### config.mk
export PLATFORM = sky130hd
export DESIGN_NAME = vid_ref_stepper
export DESIGN_NICKNAME = d
export VERILOG_FILES = /design/src/rtl/vref_pkg.sv /design/src/rtl/vref_sync.sv /design/src/rtl/vref_slot_timer.sv /design/src/rtl/vref_stepper.sv /design/src/rtl/vid_ref_stepper.sv
export SDC_FILE = /design/constraint.sdc
export NUM_CORES = 1
export LEC_CHECK = 0
export ABC_AREA = 0
export BUFFER_PORTS_ARGS = -buffer_cell sky130_fd_sc_hd__buf_2
export CORE_MARGIN = 5
export CORE_UTILIZATION = 42
export DETAILED_ROUTE_END_ITERATION = 8
export HOLD_SLACK_MARGIN = 0.08
export PLACE_DENSITY_LB_ADDON = 0.2
export SLEW_MARGIN = 15
export SYNTH_ARGS = -nofsm -noshare
export SYNTH_HDL_FRONTEND = slang
export SYNTH_SLANG_ARGS = --single-unit
### constraint.sdc
create_clock -name clk -period 12.2 [get_ports clk]
set_clock_uncertainty 0.1 [all_clocks]
set_input_delay 1.83 -clock clk [delete_from_list [all_inputs] [get_ports clk]]
set_output_delay 1.83 -clock clk [all_outputs]
set_load 0.1 [all_outputs]
### src/rtl/vref_pkg.sv
package vref_pkg;

    localparam int unsigned SLOTS_PER_CYC = 6;
    localparam int unsigned WAIT_SLOTS    = SLOTS_PER_CYC / 2;
    localparam int unsigned MIN_CYC       = 12;

    typedef enum logic {
        ST_IDLE = 1'b0,
        ST_WAIT = 1'b1
    } vstate_e;

    typedef enum logic [1:0] {
        DIR_HOLD = 2'd0,
        DIR_UP   = 2'd1,
        DIR_DN   = 2'd2
    } vdir_e;

    function automatic int unsigned slot_clocks(input int unsigned cyc);
        return cyc / SLOTS_PER_CYC;
    endfunction

    function automatic vdir_e dir_of(input logic sign_bit, input logic nonzero);
        if (!nonzero)
            return DIR_HOLD;
        else if (sign_bit)
            return DIR_DN;
        else
            return DIR_UP;
    endfunction

endpackage

### src/rtl/vref_sync.sv
module vref_sync #(
    parameter int unsigned W = 8
) (
    input  logic         clk,
    input  logic         rst,
    input  logic [W-1:0] d_async,
    output logic [W-1:0] d_sync
);
    logic [W-1:0] meta_q;
    logic [W-1:0] sync_q;

    always_ff @(posedge clk) begin
        if (rst) begin
            meta_q <= d_async;
            sync_q <= meta_q;
        end else begin
            meta_q <= d_async;
            sync_q <= meta_q;
        end
    end

    assign d_sync = sync_q;
endmodule

### src/rtl/vref_slot_timer.sv
module vref_slot_timer
    import vref_pkg::*;
#(
    parameter int unsigned CYC_W = 10
) (
    input  logic             clk,
    input  logic             rst,
    input  logic             en,
    input  logic [CYC_W-1:0] cyc_len,
    output logic             strobe
);
    logic [CYC_W-1:0] slot_cnt;
    logic [CYC_W-1:0] slot_len;

    assign slot_len = CYC_W'(slot_clocks(int'(cyc_len)));
    assign strobe   = en && (slot_cnt == slot_len - CYC_W'(1));

    always_ff @(posedge clk) begin
        if (rst || !en) begin
            slot_cnt <= '0;
        end else if (strobe) begin
            slot_cnt <= '0;
        end else begin
            slot_cnt <= slot_cnt + CYC_W'(1);
        end
    end

    AST_CYC_LEGAL: assert property (@(posedge clk) disable iff (rst)
        en |-> (int'(cyc_len) >= int'(MIN_CYC)) && ((int'(cyc_len) % int'(SLOTS_PER_CYC)) == 0));

    AST_SLOT_RANGE: assert property (@(posedge clk) disable iff (rst)
        (en && $past(en) && $stable(cyc_len)) |-> (slot_cnt < slot_len));

    AST_SLOT_WRAP: assert property (@(posedge clk) disable iff (rst)
        (en && strobe) |=> (!en || slot_cnt == '0));
endmodule

### src/rtl/vref_stepper.sv
module vref_stepper
    import vref_pkg::*;
#(
    parameter int unsigned VID_W = 8
) (
    input  logic             clk,
    input  logic             rst,
    input  logic             en,
    input  logic             strobe,
    input  logic [VID_W-1:0] vid_s,
    output logic [VID_W-1:0] dac_code,
    output logic             busy
);
    localparam int unsigned DW = VID_W + 1;
    localparam int unsigned WC_W = $clog2(WAIT_SLOTS + 1);

    typedef logic signed [DW-1:0] diff_t;

    vstate_e          state_q;
    logic [VID_W-1:0] dac_q;
    logic [VID_W-1:0] samp_q;
    diff_t            ref_diff_q;
    logic [WC_W-1:0]  wcnt_q;

    diff_t cur_diff;
    diff_t next_diff;
    vdir_e dir;
    logic  far;

    assign cur_diff = diff_t'({1'b0, vid_s}) - diff_t'({1'b0, dac_q});
    assign dir      = dir_of(cur_diff[DW-1], cur_diff != '0);
    assign far      = (cur_diff > diff_t'(1)) || (cur_diff < -diff_t'(1));
    assign next_diff = (dir == DIR_UP) ? cur_diff - diff_t'(1) : cur_diff + diff_t'(1);

    always_ff @(posedge clk) begin
        if (rst || !en) begin
            dac_q      <= vid_s;
            samp_q     <= vid_s;
            state_q    <= ST_IDLE;
            ref_diff_q <= '0;
            wcnt_q     <= '0;
        end else if (strobe) begin
            samp_q <= vid_s;
            unique case (state_q)
                ST_IDLE: begin
                    if (dir != DIR_HOLD) begin
                        state_q    <= ST_WAIT;
                        ref_diff_q <= cur_diff;
                        wcnt_q     <= '0;
                    end
                end
                ST_WAIT: begin
                    if (cur_diff != ref_diff_q) begin
                        state_q <= ST_IDLE;
                        wcnt_q  <= '0;
                    end else if (wcnt_q == WC_W'(WAIT_SLOTS - 1)) begin
                        if (dir == DIR_UP)
                            dac_q <= dac_q + VID_W'(1);
                        else
                            dac_q <= dac_q - VID_W'(1);
                        wcnt_q <= '0;
                        if (far) begin
                            ref_diff_q <= next_diff;
                        end else begin
                            state_q <= ST_IDLE;
                        end
                    end else begin
                        wcnt_q <= wcnt_q + WC_W'(1);
                    end
                end
                default: state_q <= ST_IDLE;
            endcase
        end
    end

    assign dac_code = dac_q;
    assign busy     = (dac_q != samp_q);

    AST_ONE_LSB: assert property (@(posedge clk) disable iff (rst)
        (en && $past(en) && !$past(rst)) |->
            (dac_q == $past(dac_q) || dac_q == $past(dac_q) + VID_W'(1) || dac_q == $past(dac_q) - VID_W'(1)));

    AST_STEP_ON_SLOT: assert property (@(posedge clk) disable iff (rst)
        (en && $past(en) && !$past(rst) && dac_q != $past(dac_q)) |-> $past(strobe));

    AST_ABANDON_HOLD: assert property (@(posedge clk) disable iff (rst || !en)
        (state_q == ST_WAIT && strobe && cur_diff != ref_diff_q) |=> (!en || $stable(dac_q)));

    AST_WAIT_BOUND: assert property (@(posedge clk) disable iff (rst)
        wcnt_q < WC_W'(WAIT_SLOTS));

    AST_WAIT_BUSY: assert property (@(posedge clk) disable iff (rst)
        (state_q == ST_WAIT) |-> busy);
endmodule

### src/rtl/vid_ref_stepper.sv
module vid_ref_stepper
    import vref_pkg::*;
#(
    parameter int unsigned VID_W = 8,
    parameter int unsigned CYC_W = 10
) (
    input  logic             clk,
    input  logic             rst,
    input  logic             en,
    input  logic [VID_W-1:0] vid_in,
    input  logic [CYC_W-1:0] cyc_len,
    output logic [VID_W-1:0] dac_code,
    output logic             busy
);
    logic [VID_W-1:0] vid_s;
    logic             strobe;

    vref_sync #(.W(VID_W)) u_sync (
        .clk     (clk),
        .rst     (rst),
        .d_async (vid_in),
        .d_sync  (vid_s)
    );

    vref_slot_timer #(.CYC_W(CYC_W)) u_timer (
        .clk     (clk),
        .rst     (rst),
        .en      (en),
        .cyc_len (cyc_len),
        .strobe  (strobe)
    );

    vref_stepper #(.VID_W(VID_W)) u_step (
        .clk      (clk),
        .rst      (rst),
        .en       (en),
        .strobe   (strobe),
        .vid_s    (vid_s),
        .dac_code (dac_code),
        .busy     (busy)
    );

    AST_IDLE_CLEAR: assert property (@(posedge clk) disable iff (rst)
        (!$past(en)) |-> !busy);
endmodule

==> flow_summary.ini <==
[outcome]
status = completed

[timing]
tightest_slew_ns = 0.934
maxSlewViolCount = 0
timing.setup.tns_ns = 0
setup_violations = 0
grt_setup_unrepaired = no
finalHoldViolCount = 0
post-route-period-util_pct = 58.0
slew-limit-headroom_pct = 37.8
finalCriticalPeriod_ns = 7.08
fmax_ghz = 0.141
holdWs_ns = 0.236

[detailed_routing]
dr.first_iter.drc_count = 276
drt_pre_antenna_iters = 5
detail_route.wl_per_cell_um = 14.8
routed_wl_mm = 10.0
drcViolationCount = 0
via_count = 3853
vias_per_cell = 5.70
antenna_left = 0

[finish]
final_common_cell = nand2_1
antenna_cells = 0
final_cell_mix = nand2_1, nor2_1, dfxtp_1, xnor2_1, buf_2
drive_gt1_share_pct = 10.9
finalNetCount = 582
area_growth_pct = 6.74

[synthesis]
yosysTopAreaCell = dfxtp_1
synth_edf_count = 16
synth-main-ff-cell = dfxtp_1
synth_cells = 527
synthesis.area_um2 = 4380
syn_area_per_cell_um2 = 8.32
synth_area_leaders = dfxtp_1, edfxtp_1, xnor2_1
synth_seq_cells = 54
synthArstFlopShare_pct = 0
ys_seq_area_share_pct = 28.3
synth_cell_types = 77
yosysTopAreaCellShare_pct = 17.4
yosys_warnings = 0
synth_nets = 570

[floorplanning]
dieArea_um2 = 12600
rows = 37
die_x_um = 112
die_h_um = 112
coreArea_um2 = 10200
start_util_pct = 42.8
num_io_pins = 30

[run]
maxCapViolCount = 0

[clock_network]
clk_pin_slew_worst_paths_ns = 0.10
postCtsHoldBufs = 0
cts-root-buf = clkbuf_8
cts_tree = done
cts-resized-gates = 0
htreeDepth = 2
numCtsBuffers = 5
clk_path_buf_depth = 2
clock-sinks = 54
clkLatencyLatePin_ns = 0.32
cts_setup_buffers = 0

[setup_path]
crit_fanout = 22
r2r_slack_ns = 6.53
startpoint_type = input pin
path_class = in -> reg
critPathCaptureType = flop
r2r_end = u_step.dac_code[7]$_DFFE_PP_
critPathArrivalTime_ns = 6.93
required_ns = 12.05
timing.rr.start = u_step.dac_code[0]$_DFFE_PP_
reg2reg_depth = 20

[global_routing]
globalRouteTotalUtil_pct = 16.0
grt_pass1_vias = 3704
grt_pass1_wl_mm = 17.4
grt_overflow = 0
antenna_found_initial = 0
grt_max_degree = 26

[power]
power.density_nw_per_um2 = 133
pwr-share-seq_pct = 33.6
intPower_mw = 0.354
p_sw_mw = 0.269
total_leakage_power_nw = 1.75
clockPowerShare_pct = 16.9
power_frac_comb_pct = 49.4
ir_drop_v = 0.0000854
swShare_pct = 43.1

[hold_path]
whs_path_depth = 0
hp-class = reg -> reg
hold_start = u_sync.meta_q[5]$_DFF_P_
worstHoldEndpoint = u_sync.d_sync[5]$_DFF_P_

[placement]
io_buffers = 28
gp_congestion = 0.855
hpwlAfterDp_mm = 7.60
[layer usage]
metal  routed length (um)  global-route usage (%)
met4                  121                    3.37
met5                    0                       0
met2                 4830                    27.2
met3                  345                    2.10
met1                 4700                    21.8
[cells in the mapped netlist, types with 9 or more instances]
cell / instances
nor2b_1: 9
nor3_1: 21
nand2_1: 53
clkbuf_1: 17
inv_1: 27
nor2_1: 42
dfxtp_1: 38
xnor2_1: 29
nand3_1: 11
xor2_1: 24
edfxtp_1: 16
o21a_1: 9
mux2i_1: 13
a21oi_1: 15
ha_1: 20
o21ai_0: 24
[state kept, by name, indices dropped and copies added, names as in the netlist]
name               flops
u_step.samp_q          8
u_sync.meta_q          8
u_step.ref_diff_q      9
u_step.wcnt_q          2
u_step.dac_code        8
u_sync.d_sync          8
u_step.state_q         1
u_timer.slot_cnt      10
[per-stage QoR]
| stage | cell area [um^2] | setup WS (ns) | std cells | power, mW | utilization, % |
|---|---|---|---|---|---|
| 6_report | 4680 | 5.12 | 676 | 0.622 | 45.7 |
| 5_1_grt | 4680 | 4.57 | 676 | 0.670 | 45.7 |
| 4_1_cts | 4680 | 5.11 | 676 | 0.629 | 45.7 |
| 3_5_place_dp | 4590 | 4.80 | 668 | 0.520 | 44.8 |
| 3_3_place_gp | 4590 | 4.89 | 668 | 0.513 | 44.8 |
| 2_1_floorplan | 4380 | 5.48 | 527 | 0.463 | - |
[power by group through the flow]
| stage | clock network [mW] | logic, mW | registers (mW) |
|---|---|---|---|
| after detailed placement | 0 | 0.306 | 0.214 |
| final | 0.105 | 0.308 | 0.209 |
| after global routing | 0.119 | 0.340 | 0.211 |
| after global placement | 0 | 0.300 | 0.213 |
| after CTS | 0.112 | 0.308 | 0.210 |
| after floorplan | 0 | 0.215 | 0.248 |
[area by class of cell]
type                       instances  area, um^2
fill                            1013        5550
multi-input combinational        420        2910
sequential                        54        1240
tap                              136         170
timing repair buffer              31         163
inverter                          27         101
clock buffer                       5        68.8
clock inverter                     3        23.8
[how the worst max path moves through the flow]
stage                     from                      endpoint  slack (ns)  cells past startpoint
floorplan           cyc_len[8]  u_step.dac_code[0]$_DFFE_PP_        5.48                     21
global placement    cyc_len[9]  u_step.dac_code[3]$_DFFE_PP_        4.89                     19
detailed placement  cyc_len[9]  u_step.dac_code[4]$_DFFE_PP_        4.80                     19
CTS                 cyc_len[8]  u_step.dac_code[6]$_DFFE_PP_        5.11                     18
global route        cyc_len[9]  u_step.dac_code[7]$_DFFE_PP_        4.57                     19
finish              cyc_len[9]  u_step.dac_code[6]$_DFFE_PP_        5.12                     19
[critical path, stage by stage]
cell	delay, ns
buf_2	0.30
ha_1	0.38
nand3b_1	0.23
a31oi_1	0.26
nand3_1	0.33
o21ai_0	0.58
nand4_1	0.19
a31oi_1	0.21
o311ai_1	0.12
inv_1	0.10
ha_1	0.21
inv_1	0.07
a211oi_1	0.32
nand3_1	0.17
mux2_2	0.25
o211ai_1	0.09
a21o_1	0.25
or3_1	0.38
o21ai_1	0.63
[kinds of logic (layout without fill, tap and decap cells)]
logic type,Yosys count,in the layout,share of synthesized area (%)
buf+inv,53,66,5.40
simple gates,204,204,24.7
compound gates,125,125,20.7
mux,16,16,3.74
xor+xnor,53,53,10.6
flops,54,54,28.3
fa+ha+maj,22,22,6.62
Power figures use the tool's default switching activity.
